==> config.mk <==
export PLATFORM = sky130hd
export DESIGN_NAME = hier_route_sel
export DESIGN_NICKNAME = d
export VERILOG_FILES = /design/src/rtl/route_pkg.sv /design/src/rtl/rps_route_table.sv /design/src/rtl/rps_mid_pick.sv /design/src/rtl/hier_route_sel.sv
export SDC_FILE = /design/constraint.sdc
export NUM_CORES = 1
export LEC_CHECK = 0
export ABC_AREA = 1
export BUFFER_PORTS_ARGS = -buffer_cell sky130_fd_sc_hd__buf_2
export CAP_MARGIN = 20
export CELL_PAD_IN_SITES_DETAIL_PLACEMENT = 0
export CELL_PAD_IN_SITES_GLOBAL_PLACEMENT = 2
export CORE_MARGIN = 2
export CORE_UTILIZATION = 40
export CTS_CLUSTER_SIZE = 40
export DETAILED_ROUTE_END_ITERATION = 7
export GPL_ROUTABILITY_DRIVEN = 0
export PLACE_DENSITY = 0.95
export SYNTH_ARGS = -nofsm -noshare
export SYNTH_HDL_FRONTEND = slang
export SYNTH_SLANG_ARGS = --single-unit
==> constraint.sdc <==
create_clock -name clk_i -period 11 [get_ports clk_i]
set_input_delay 2.2 -clock clk_i [delete_from_list [all_inputs] [get_ports clk_i]]
set_output_delay 2.2 -clock clk_i [all_outputs]
set_load 0.01 [all_outputs]
==> src/rtl/route_pkg.sv <==
package route_pkg;
  typedef enum logic [1:0] {
    MODE_DIRECT   = 2'd0,
    MODE_MULTI    = 2'd1,
    MODE_IND_RR   = 2'd2,
    MODE_IND_RAND = 2'd3
  } route_mode_e;

  localparam logic [15:0] LFSR_SEED = 16'hACE1;
endpackage

==> src/rtl/rps_route_table.sv <==
module rps_route_table #(
  parameter int DEPTH  = 8,
  parameter int PORT_W = 6,
  localparam int IDX_W = (DEPTH > 1) ? $clog2(DEPTH) : 1
) (
  input  logic              clk_i,
  input  logic              rst_ni,
  input  logic              we_i,
  input  logic [IDX_W-1:0]  widx_i,
  input  logic              wva_i,
  input  logic [PORT_W-1:0] wpa_i,
  input  logic              wvb_i,
  input  logic [PORT_W-1:0] wpb_i,
  input  logic [IDX_W-1:0]  ridx_i,
  output logic              rva_o,
  output logic [PORT_W-1:0] rpa_o,
  output logic              rvb_o,
  output logic [PORT_W-1:0] rpb_o
);
  logic [DEPTH-1:0]       va_q, vb_q;
  logic [PORT_W-1:0]      pa_q [DEPTH];
  logic [PORT_W-1:0]      pb_q [DEPTH];

  for (genvar e = 0; e < DEPTH; e++) begin : g_ent
    always_ff @(posedge clk_i or negedge rst_ni) begin
      if (!rst_ni) begin
        va_q[e] <= 1'b0;
        vb_q[e] <= 1'b0;
        pa_q[e] <= '0;
        pb_q[e] <= '0;
      end else if (we_i && widx_i == IDX_W'(e)) begin
        va_q[e] <= wva_i;
        vb_q[e] <= wvb_i;
        pa_q[e] <= wpa_i;
        pb_q[e] <= wpb_i;
      end
    end
  end

  assign rva_o = va_q[ridx_i];
  assign rvb_o = vb_q[ridx_i];
  assign rpa_o = pa_q[ridx_i];
  assign rpb_o = pb_q[ridx_i];
endmodule

==> src/rtl/rps_mid_pick.sv <==
module rps_mid_pick #(
  parameter int NUM_GROUPS = 8,
  localparam int GRP_W = $clog2(NUM_GROUPS),
  localparam int CAND  = NUM_GROUPS - 2,
  localparam int CNT_W = (CAND > 1) ? $clog2(CAND) : 1
) (
  input  logic             clk_i,
  input  logic             rst_ni,
  input  logic [GRP_W-1:0] src_i,
  input  logic [GRP_W-1:0] dst_i,
  input  logic             adv_rr_i,
  input  logic             adv_rand_i,
  output logic [GRP_W-1:0] mid_rr_o,
  output logic [GRP_W-1:0] mid_rand_o
);
  import route_pkg::*;

  logic [CNT_W-1:0] rr_q;
  logic [15:0]      lfsr_q;
  logic [CNT_W-1:0] rand_k;

  // k-th group in ascending order, skipping src and dst
  function automatic logic [GRP_W-1:0] skip_map(input logic [CNT_W-1:0] k,
                                                input logic [GRP_W-1:0] a,
                                                input logic [GRP_W-1:0] b);
    logic [GRP_W-1:0] lo, hi, g;
    lo = (a < b) ? a : b;
    hi = (a < b) ? b : a;
    g  = GRP_W'(k);
    if (g >= lo) g = g + GRP_W'(1);
    if (g >= hi) g = g + GRP_W'(1);
    return g;
  endfunction

  assign rand_k     = CNT_W'(lfsr_q % 16'(CAND));
  assign mid_rr_o   = skip_map(rr_q, src_i, dst_i);
  assign mid_rand_o = skip_map(rand_k, src_i, dst_i);

  always_ff @(posedge clk_i or negedge rst_ni) begin
    if (!rst_ni) begin
      rr_q   <= '0;
      lfsr_q <= LFSR_SEED;
    end else begin
      if (adv_rr_i) rr_q <= (rr_q == CNT_W'(CAND - 1)) ? '0 : rr_q + CNT_W'(1);
      if (adv_rand_i) lfsr_q <= {lfsr_q[14:0], lfsr_q[15] ^ lfsr_q[13] ^ lfsr_q[12] ^ lfsr_q[10]};
    end
  end

  assert_rr_range_R7: assert property (@(posedge clk_i) disable iff (!rst_ni)
    rr_q <= CNT_W'(CAND - 1));
  assert_lfsr_alive_R8: assert property (@(posedge clk_i) disable iff (!rst_ni)
    adv_rand_i |=> lfsr_q != 16'h0000);
endmodule

==> src/rtl/hier_route_sel.sv <==
module hier_route_sel #(
  parameter int NUM_GROUPS   = 8,
  parameter int SW_PER_GROUP = 8,
  parameter int NUM_HOSTS    = 8,
  parameter int NUM_PORTS    = 56,
  parameter int HOP_W        = 3,
  parameter int MAX_DIRECT   = 3,
  parameter int MAX_INDIRECT = 5,
  localparam int GRP_W  = $clog2(NUM_GROUPS),
  localparam int SW_W   = $clog2(SW_PER_GROUP),
  localparam int HOST_W = $clog2(NUM_HOSTS),
  localparam int PORT_W = $clog2(NUM_PORTS),
  localparam int IDX_W  = (GRP_W > SW_W) ? GRP_W : SW_W,
  localparam logic [PORT_W-1:0] SVC_PORT = PORT_W'(NUM_PORTS - 1)
) (
  input  logic              clk_i,
  input  logic              rst_ni,
  input  logic [GRP_W-1:0]  my_grp_i,
  input  logic [SW_W-1:0]   my_sw_i,
  input  logic              wr_en_i,
  input  logic              wr_inter_i,
  input  logic [IDX_W-1:0]  wr_idx_i,
  input  logic              wr_va_i,
  input  logic [PORT_W-1:0] wr_pa_i,
  input  logic              wr_vb_i,
  input  logic [PORT_W-1:0] wr_pb_i,
  input  logic              req_valid_i,
  input  logic [1:0]        hdr_mode_i,
  input  logic              hdr_ind_i,
  input  logic              hdr_alt_i,
  input  logic [GRP_W-1:0]  hdr_mid_grp_i,
  input  logic [GRP_W-1:0]  hdr_dst_grp_i,
  input  logic [SW_W-1:0]   hdr_dst_sw_i,
  input  logic [HOST_W-1:0] hdr_dst_host_i,
  input  logic [HOP_W-1:0]  hdr_hops_i,
  output logic              rsp_valid_o,
  output logic [PORT_W-1:0] port_o,
  output logic              err_tbl_o,
  output logic              err_hop_o,
  output logic              hdr_ind_o,
  output logic              hdr_alt_o,
  output logic [GRP_W-1:0]  hdr_mid_grp_o,
  output logic [HOP_W-1:0]  hdr_hops_o
);
  import route_pkg::*;

  route_mode_e      mode;
  logic             inject, ind_mode, start_ind, ind_n, alt_n, alt_q;
  logic             to_remote, to_local, deliver, use_b, hit;
  logic             tbl_err, hop_err;
  logic [GRP_W-1:0] mid_rr, mid_rand, mid_n, tgt;
  logic [HOP_W-1:0] limit;
  logic [PORT_W-1:0] port_n;
  logic             adv_rr, adv_rand;

  logic              ia_v, ib_v, ea_v, eb_v;
  logic [PORT_W-1:0] ia_p, ib_p, ea_p, eb_p;

  assign mode      = route_mode_e'(hdr_mode_i);
  assign inject    = (hdr_hops_i == '0);
  assign ind_mode  = hdr_mode_i[1];
  assign start_ind = inject && ind_mode && (hdr_dst_grp_i != my_grp_i) && (NUM_GROUPS >= 3);
  assign adv_rr    = req_valid_i && start_ind && (mode == MODE_IND_RR);
  assign adv_rand  = req_valid_i && start_ind && (mode == MODE_IND_RAND);

  assign ind_n  = start_ind || (hdr_ind_i && (hdr_mid_grp_i != my_grp_i));
  assign mid_n  = start_ind ? ((mode == MODE_IND_RR) ? mid_rr : mid_rand) : hdr_mid_grp_i;
  assign alt_n  = (inject && mode == MODE_MULTI) ? alt_q : hdr_alt_i;
  assign tgt    = ind_n ? mid_n : hdr_dst_grp_i;

  assign to_remote = (tgt != my_grp_i);
  assign to_local  = !to_remote && (hdr_dst_sw_i != my_sw_i);
  assign deliver   = !to_remote && !to_local;

  rps_route_table #(.DEPTH(SW_PER_GROUP), .PORT_W(PORT_W)) u_intra (
    .clk_i, .rst_ni,
    .we_i  (wr_en_i && !wr_inter_i),
    .widx_i(SW_W'(wr_idx_i)),
    .wva_i (wr_va_i), .wpa_i(wr_pa_i), .wvb_i(wr_vb_i), .wpb_i(wr_pb_i),
    .ridx_i(hdr_dst_sw_i),
    .rva_o (ia_v), .rpa_o(ia_p), .rvb_o(ib_v), .rpb_o(ib_p)
  );

  rps_route_table #(.DEPTH(NUM_GROUPS), .PORT_W(PORT_W)) u_inter (
    .clk_i, .rst_ni,
    .we_i  (wr_en_i && wr_inter_i),
    .widx_i(GRP_W'(wr_idx_i)),
    .wva_i (wr_va_i), .wpa_i(wr_pa_i), .wvb_i(wr_vb_i), .wpb_i(wr_pb_i),
    .ridx_i(tgt),
    .rva_o (ea_v), .rpa_o(ea_p), .rvb_o(eb_v), .rpb_o(eb_p)
  );

  if (NUM_GROUPS >= 3) begin : g_pick
    rps_mid_pick #(.NUM_GROUPS(NUM_GROUPS)) u_pick (
      .clk_i, .rst_ni,
      .src_i     (my_grp_i),
      .dst_i     (hdr_dst_grp_i),
      .adv_rr_i  (adv_rr),
      .adv_rand_i(adv_rand),
      .mid_rr_o  (mid_rr),
      .mid_rand_o(mid_rand)
    );
  end else begin : g_nopick
    assign mid_rr   = '0;
    assign mid_rand = '0;
  end

  always_comb begin
    use_b = alt_n && (to_remote ? eb_v : ib_v);
    if (to_remote) begin
      hit    = use_b || ea_v;
      port_n = use_b ? eb_p : ea_p;
    end else begin
      hit    = use_b || ia_v;
      port_n = use_b ? ib_p : ia_p;
    end
    if (deliver) port_n = PORT_W'(hdr_dst_host_i);
  end

  assign limit   = ind_mode ? HOP_W'(MAX_INDIRECT) : HOP_W'(MAX_DIRECT);
  assign tbl_err = !deliver && !hit;
  assign hop_err = !deliver && (hdr_hops_i >= limit);

  always_ff @(posedge clk_i or negedge rst_ni) begin
    if (!rst_ni) alt_q <= 1'b0;
    else if (req_valid_i && inject && mode == MODE_MULTI) alt_q <= !alt_q;
  end

  always_ff @(posedge clk_i or negedge rst_ni) begin
    if (!rst_ni) begin
      rsp_valid_o   <= 1'b0;
      port_o        <= '0;
      err_tbl_o     <= 1'b0;
      err_hop_o     <= 1'b0;
      hdr_ind_o     <= 1'b0;
      hdr_alt_o     <= 1'b0;
      hdr_mid_grp_o <= '0;
      hdr_hops_o    <= '0;
    end else begin
      rsp_valid_o <= req_valid_i;
      if (req_valid_i) begin
        port_o        <= (tbl_err || hop_err) ? SVC_PORT : port_n;
        err_tbl_o     <= tbl_err;
        err_hop_o     <= hop_err;
        hdr_ind_o     <= ind_n;
        hdr_alt_o     <= alt_n;
        hdr_mid_grp_o <= mid_n;
        hdr_hops_o    <= deliver ? hdr_hops_i : hdr_hops_i + HOP_W'(1);
      end
    end
  end

  assert_rsp_follows_req_R2: assert property (@(posedge clk_i) disable iff (!rst_ni)
    req_valid_i |=> rsp_valid_o);
  assert_no_rsp_idle_R2: assert property (@(posedge clk_i) disable iff (!rst_ni)
    !req_valid_i |=> !rsp_valid_o);
  assert_err_to_svc_R11: assert property (@(posedge clk_i) disable iff (!rst_ni)
    (rsp_valid_o && (err_tbl_o || err_hop_o)) |-> port_o == SVC_PORT);
  assert_ind_away_R10: assert property (@(posedge clk_i) disable iff (!rst_ni)
    (rsp_valid_o && hdr_ind_o) |-> hdr_mid_grp_o != my_grp_i);
endmodule

==> results of run 1 <==
## logic make-up after synthesis
family	after synthesis	share of synthesized area [%]
muxes	26	2.119
xor gates and xnor gates	16	1.060
AOI/OAI and AO/OA	466	18.66
and+or+nand+nor	635	19.78
adders and majority gates	26	2.460
DFF	261	49.47
buffers and inverters	221	6.453
## synthesized netlist by cell type, types with 7 or more instances
library cell and n:
inv_1 126, o22ai_1 11, xor2_1 10, dfstp_2 8, a31oi_1 14, nand3_2 9
nand2_2 7, clkbuf_1 80, nor2_1 99, mux2_2 16, o211ai_1 13, mux2i_1 10
nand3_1 66, o21ai_0 314, dfrtp_1 253, a21oi_1 77, nand2_1 436, o21ai_1 18
ha_1 26
## cell type report
| type | instances | area (um^2) |
|---|---|---|
| Clock inverter | 8 | 106.4 |
| Sequential cell | 261 | 6541 |
| Clock buffer | 46 | 890.9 |
| Timing Repair Buffer | 82 | 528.0 |
| Inverter | 131 | 494.2 |
| Tap cell | 442 | 553.0 |
| Fill cell | 3286 | 17560 |
| Multi-Input combinational cell | 1169 | 5859 |
## state kept, by name, indices dropped and copies added (netlist names), 3 cells and up
| signal | count |
|---|---|
| g_pick.u_pick.lfsr_q | 16 |
| g_pick.u_pick.rr_q | 3 |
| hdr_hops_o | 3 |
| hdr_mid_grp_o | 3 |
| port_o | 6 |
| u_inter.pa_q | 48 |
| u_inter.pb_q | 48 |
| u_inter.va_q | 8 |
| u_inter.vb_q | 8 |
| u_intra.pa_q | 48 |
| u_intra.pb_q | 48 |
| u_intra.va_q | 8 |
| u_intra.vb_q | 8 |
## critical path, delay by kind of cell (launching register included)
kind	cells	cell delay, ns
and+or+nand+nor	34	3.02
AOI/OAI and AO/OA	20	2.87
buffers and inverters	9	1.26
DFF	1	0.55
adders and majority gates	2	0.55
xor gates and xnor gates	1	0.17
## placed cells by master (no fill, tap or decap), types with 14 or more instances in the layout
cell type	instances
dfrtp_1	253
ha_1	26
buf_2	62
mux2_2	16
buf_4	15
inv_1	126
o21ai_0	314
a31oi_1	14
nor2_1	94
nand2_1	436
a21oi_1	77
nand3_1	66
clkbuf_16	30
o21ai_1	17
## how the worst min path moves through the flow
| stage | depth (start not counted) | endpoint | start |
|---|---|---|---|
| global route | 1 | alt_q | alt_q |
| global placement | 1 | alt_q | alt_q |
| finish | 1 | alt_q | alt_q |
| detailed placement | 1 | alt_q | alt_q |
| floorplan | 1 | alt_q | alt_q |
| CTS | 1 | alt_q | alt_q |
## metal layers
metal  share of wire (%)  routed length (um)
met5                   0                   0
met4                 2.6                 933
met3                 5.6                2010
met2                  45               16350
met1                  47               16840
## per-stage QoR
stage	hold WS [ns]	setup slack (ns)	utilization, %
after floorplan	0.4378	3.473	-
after global placement	0.4502	2.739	42.74
after detailed placement	0.4609	2.471	42.74
after CTS	0.4729	2.456	45.80
after global routing	0.4871	1.343	46.02
final	0.4673	2.451	46.02
## power by group
part	leakage [nW]	internal [mW]	switching (mW)
clock	0.484	0.601	0.405
combinational	3.47	0.503	0.829
sequential	3.19	1.18	0.115
==> metrics.txt, run 1 <==
outcome completed; post-synthesis sequential area ratio 49.47%; CTS tree yes; max_cap viols 0; top-area cell type share of the netlist area 47.88%; Worst EP required 11.45 ns; TritonCTS Sinks 261; Post-Syn Area 13,220 um^2; vias in the first global route 10,450; CTS clk-pin slew, worst paths 0.06 ns; Post-Layout Cell Count 2,139; largest net degree at the start of global routing 153; Clock Latency Late Sink 0.57 ns; yosys warns 0; number of CTS-inserted buffers 30; setup total negative slack 0 ns; met1 Use GR 30.18%; CORE AREA 32,540 um^2; met3 Resource Use GR 3.541%; total die area 34,530 um^2; Leakage 7.145 nW; Tot Pwr 3.630 mW; Worst R2R Path Depth 66; Mapped Nets 1,724; Iteration-0 DRC Markers 753; vias 11,080; startpoint types flop; Crit Path Class reg -> reg; area grow syn2layout 13.23%; CP startpoint g_pick.u_pick.lfsr_q[15]; placed cells 2,082; period utilisation layout 77.72%; CTS resizes 0; Initial Util 40.64%; RR Endpoint port_o[5]; reg2reg start g_pick.u_pick.lfsr_q[15]; IO buf count 63; Crit path arrival time 9.00 ns; Yosys top cell by area dfrtp_1; worst slew pin tran 1.090 ns; layout cell share with drive strength beyond 1 11.14%; post-route minimum period 8.549 ns; power per cell area 242.4 nW/um^2; met2 usage 34.47%; Slew Limit Fails 0; nature of the critical path endpoint flop; # IOs 64; remaining antenna violation count after routing 0; number of antenna diodes 0; Max-slew headroom 27.18%; Hold Path Class reg -> reg; register bit total from synthesis 261; CTS Buffer Depth 3; Max rail drop VDD 0.0001701 V; Chip Width 185.8 um; Vias/cell 5.180; Detail Placement HPWL 23,420 um; Setup Fix Bufs, Post-CTS 0; slowest cell on the critical path buf_4; Max FO, Critical Path 64; grt ovf 0; nets@finish 1,748; first-pass GRT wire length 58,020 um; EDFF count, synth 0; cell area after layout 14,970 um^2; Hold Buf Count CTS 0; CP peak stage delay 0.68 ns; Routed WL 36,140 um; top_reg_cell synth dfrtp_1; Setup Viol. Count Final 0; Mapped Cells 1,651; Cell variety after synth 43; row cnt 66; most used cell, CP nand2_1; gr busiest metal met2; synth top area cells dfrtp_1 (48%), nand2_1 (12%), o21ai_0 (12%), inv_1 (3.6%), a21oi_1 (2.9%); DR pass1 iterations 5; mean post-synth cell area 8.010 um^2; H-tree levels 1; R2R Setup Slk 2.45 ns; total track usage 21.49%; Max Freq 0.1170 GHz; WL per Instance 16.89 um; Final Hold Vio Count 0; clk_skew 0.01434 ns; RSZ-0062 raised after global routing false; Placed Area 13,910 um^2; initial antenna violation count 0; CTS root buf clkbuf_16; Setup crit end port_o[5]; ys async rst share 100.0%; Die Y 185.8 um; drc violations 0
Power figures use the tool's default switching activity.
==> run 2: changes to the inputs <==
- CORE_UTILIZATION: 40 -> 37
- PLACE_DENSITY: 0.95 -> 0.89
- clock period: 11 -> 8.79 ns (I/O delays scaled with it)
==> run 2 against run 1 <==
Compared with the run above: non-clock buffer count is 15 higher; largest power group unchanged; worst hold slack worse by 0.0061 ns; critical path depth is 4 higher; routed wire length is 2.2% higher.
==> metrics.txt, run 2 (synthesis gave the netlist of run 1 again) <==
outcome completed (unchanged); Initial Util 37.36% (was 40.64%); Setup Viol. Count Final 0 (unchanged); Die Y 193.1 um (was 185.8 um); RR Endpoint port_o[2] (was port_o[5]); startpoint types flop (unchanged); Top Layer Used met4 (unchanged); Clock Latency Late Sink 0.56 ns (was 0.57 ns); Max-slew headroom 26.88% (was 27.18%); nets@finish 1,765 (was 1,748); CP peak stage delay 0.55 ns (was 0.68 ns); placed cells 2,104 (was 2,082); Max rail drop VDD 0.0001998 V (was 0.0001701 V); slowest cell on the critical path dfstp_2 (was buf_4); first-pass GRT wire length 58,180 um (was 58,020 um); row cnt 69 (was 66); Tot Pwr 4.783 mW (was 3.630 mW); Hold Buf Count CTS 0 (unchanged); hold slack 0.4612 ns (was 0.4673 ns); CTS root buf clkbuf_16 (unchanged); Crit path arrival time 8.53 ns (was 9.00 ns); DR pass1 iterations 6 (was 5); layout cell share with drive strength beyond 1 12.70% (was 11.14%); # IOs 64 (unchanged); hold endpoint alt_q (unchanged); CORE AREA 35,400 um^2 (was 32,540 um^2); Worst R2R Path Depth 70 (was 66); power per cell area 313.2 nW/um^2 (was 242.4 nW/um^2); Post-Layout Cell Count 2,177 (was 2,139); Leakage 7.304 nW (was 7.145 nW); H-tree levels 1 (unchanged); R2R Setup Slk 0.74 ns (was 2.45 ns); Routed WL 36,930 um (was 36,140 um); Vias/cell 5.116 (was 5.180); Slew Limit Fails 0 (unchanged); remaining antenna violation count after routing 0 (unchanged); IO buf count 63 (unchanged); grt ovf 0 (unchanged); Max FO, Critical Path 12 (was 64); worst slew pin tran 1.094 ns (was 1.090 ns); Hold Path Class reg -> reg (unchanged); total die area 37,270 um^2 (was 34,530 um^2); wire length on met1 17,790 um (was 16,840 um); met3 routed WL 1760 um (was 2010 um); routed length on met2 16,730 um (was 16,350 um); period utilisation layout 91.59% (was 77.72%); number of CTS-inserted buffers 30 (unchanged); Worst Hold Path Cells 1 (unchanged); Detail Placement HPWL 23,760 um (was 23,420 um); CTS clk-pin slew, worst paths 0.06 ns (about the same); most used cell, CP nand2_1 (unchanged); commonest non-fill, non-tap cell in the layout nand2_1 (unchanged); CTS Buffer Depth 3 (unchanged); post-route minimum period 8.050 ns (was 8.549 ns); Crit Path Class reg -> reg (unchanged); vias in the first global route 10,440 (was 10,450); Worst EP required 9.27 ns (was 11.45 ns); TritonCTS Sinks 261 (unchanged); Chip Width 193.1 um (was 185.8 um); WL per Instance 16.96 um (was 16.89 um); Final Hold Vio Count 0 (unchanged); Hold Startpoint alt_q (unchanged); area grow syn2layout 15.49% (was 13.23%); initial antenna violation count 0 (unchanged); number of antenna diodes 0 (unchanged); Max Freq 0.1242 GHz (was 0.1170 GHz); nature of the critical path endpoint flop (unchanged); drc violations 0 (unchanged); Iteration-0 DRC Markers 759 (was 753); CTS tree yes (unchanged); max_cap viols 0 (unchanged); total track usage 19.77% (was 21.49%); clk_skew 0.01338 ns (was 0.01434 ns); pre-CTS WS 0.3185 ns (was 2.471 ns); reg2reg start g_pick.u_pick.lfsr_q[15] (unchanged); vias 11,140 (was 11,080); largest net degree at the start of global routing 147 (was 153); final worst slack 0.7396 ns (was 2.451 ns); most frequent cells in the layout nand2_1 (434), o21ai_0 (313), dfrtp_1 (253) (was nand2_1 (436), o21ai_0 (314), dfrtp_1 (253))
run 2: changes by cell type in the layout (fill, tap and decap cells not counted), moves of 2 or more:
cell and change:
buf_16 -2, clkinv_2 +4, buf_12 +2, clkinvlp_4 -2
bufinv_16 +3, buf_8 +2, buf_4 +11, o21ai_2 +3
clkbuf_1 -4, nand2_1 -2
run 2: cell type report:
type	instances	area, um^2
sequential	261	6541
inverter	131	494.2
tap	461	576.8
clock buffer	43	889.6
multi-input combinational	1171	5907
fill	3621	20120
timing repair buffer	97	661.9
clock inverter	13	201.4
run 2: metal layers:
layer / GRT usage (%) / up-vias
li1: - / 5555
met1: 28.75 / 5270
met2: 32.28 / 270
met3: 1.973 / 42
met4: 3.642 / 0
met5: 0 / -
run 2: power breakdown:
| part | total, mW | internal (mW) | switching, mW |
|---|---|---|---|
| logic | 1.81 | 0.713 | 1.09 |
| registers | 1.62 | 1.47 | 0.144 |
| clock network | 1.36 | 0.847 | 0.513 |
| total | 4.78 | 3.03 | 1.75 |
run 2: what timing repair did:
| action | CTS | global route |
|---|---|---|
| setup buffers | 0 | 12 |
| setup endpoints to repair | 0 | 11 |
| resized for setup | 0 | 12 |
run 2: how the worst max path moves through the flow:
stage	depth (start not counted)	start	to
after global placement	63	g_pick.u_pick.lfsr_q[15]	port_o[1]
after CTS	63	g_pick.u_pick.lfsr_q[15]	port_o[5]
after detailed placement	63	g_pick.u_pick.lfsr_q[15]	port_o[5]
after global routing	64	g_pick.u_pick.lfsr_q[13]	port_o[0]
final	70	g_pick.u_pick.lfsr_q[15]	port_o[2]
after floorplan	65	g_pick.u_pick.lfsr_q[15]	port_o[4]
run 2: metrics by stage:
step / setup TNS [ns] / util, % / instance area, um^2
after floorplan: 0 / - / 13220
after global placement: 0 / 39.40 / 13940
after detailed placement: 0 / 39.44 / 13960
after CTS: 0 / 42.52 / 15050
after global routing: -0.05520 / 43.15 / 15270
final: 0 / 43.15 / 15270
run 2: critical path, delay by kind of cell, from the launching register on:
| family | cells | cell delay [ns] |
|---|---|---|
| simple gates | 37 | 3.10 |
| compound gates | 19 | 2.56 |
| buf+inv | 11 | 1.01 |
| fa+ha+maj | 2 | 0.56 |
| flops | 1 | 0.55 |
| xor+xnor | 1 | 0.17 |
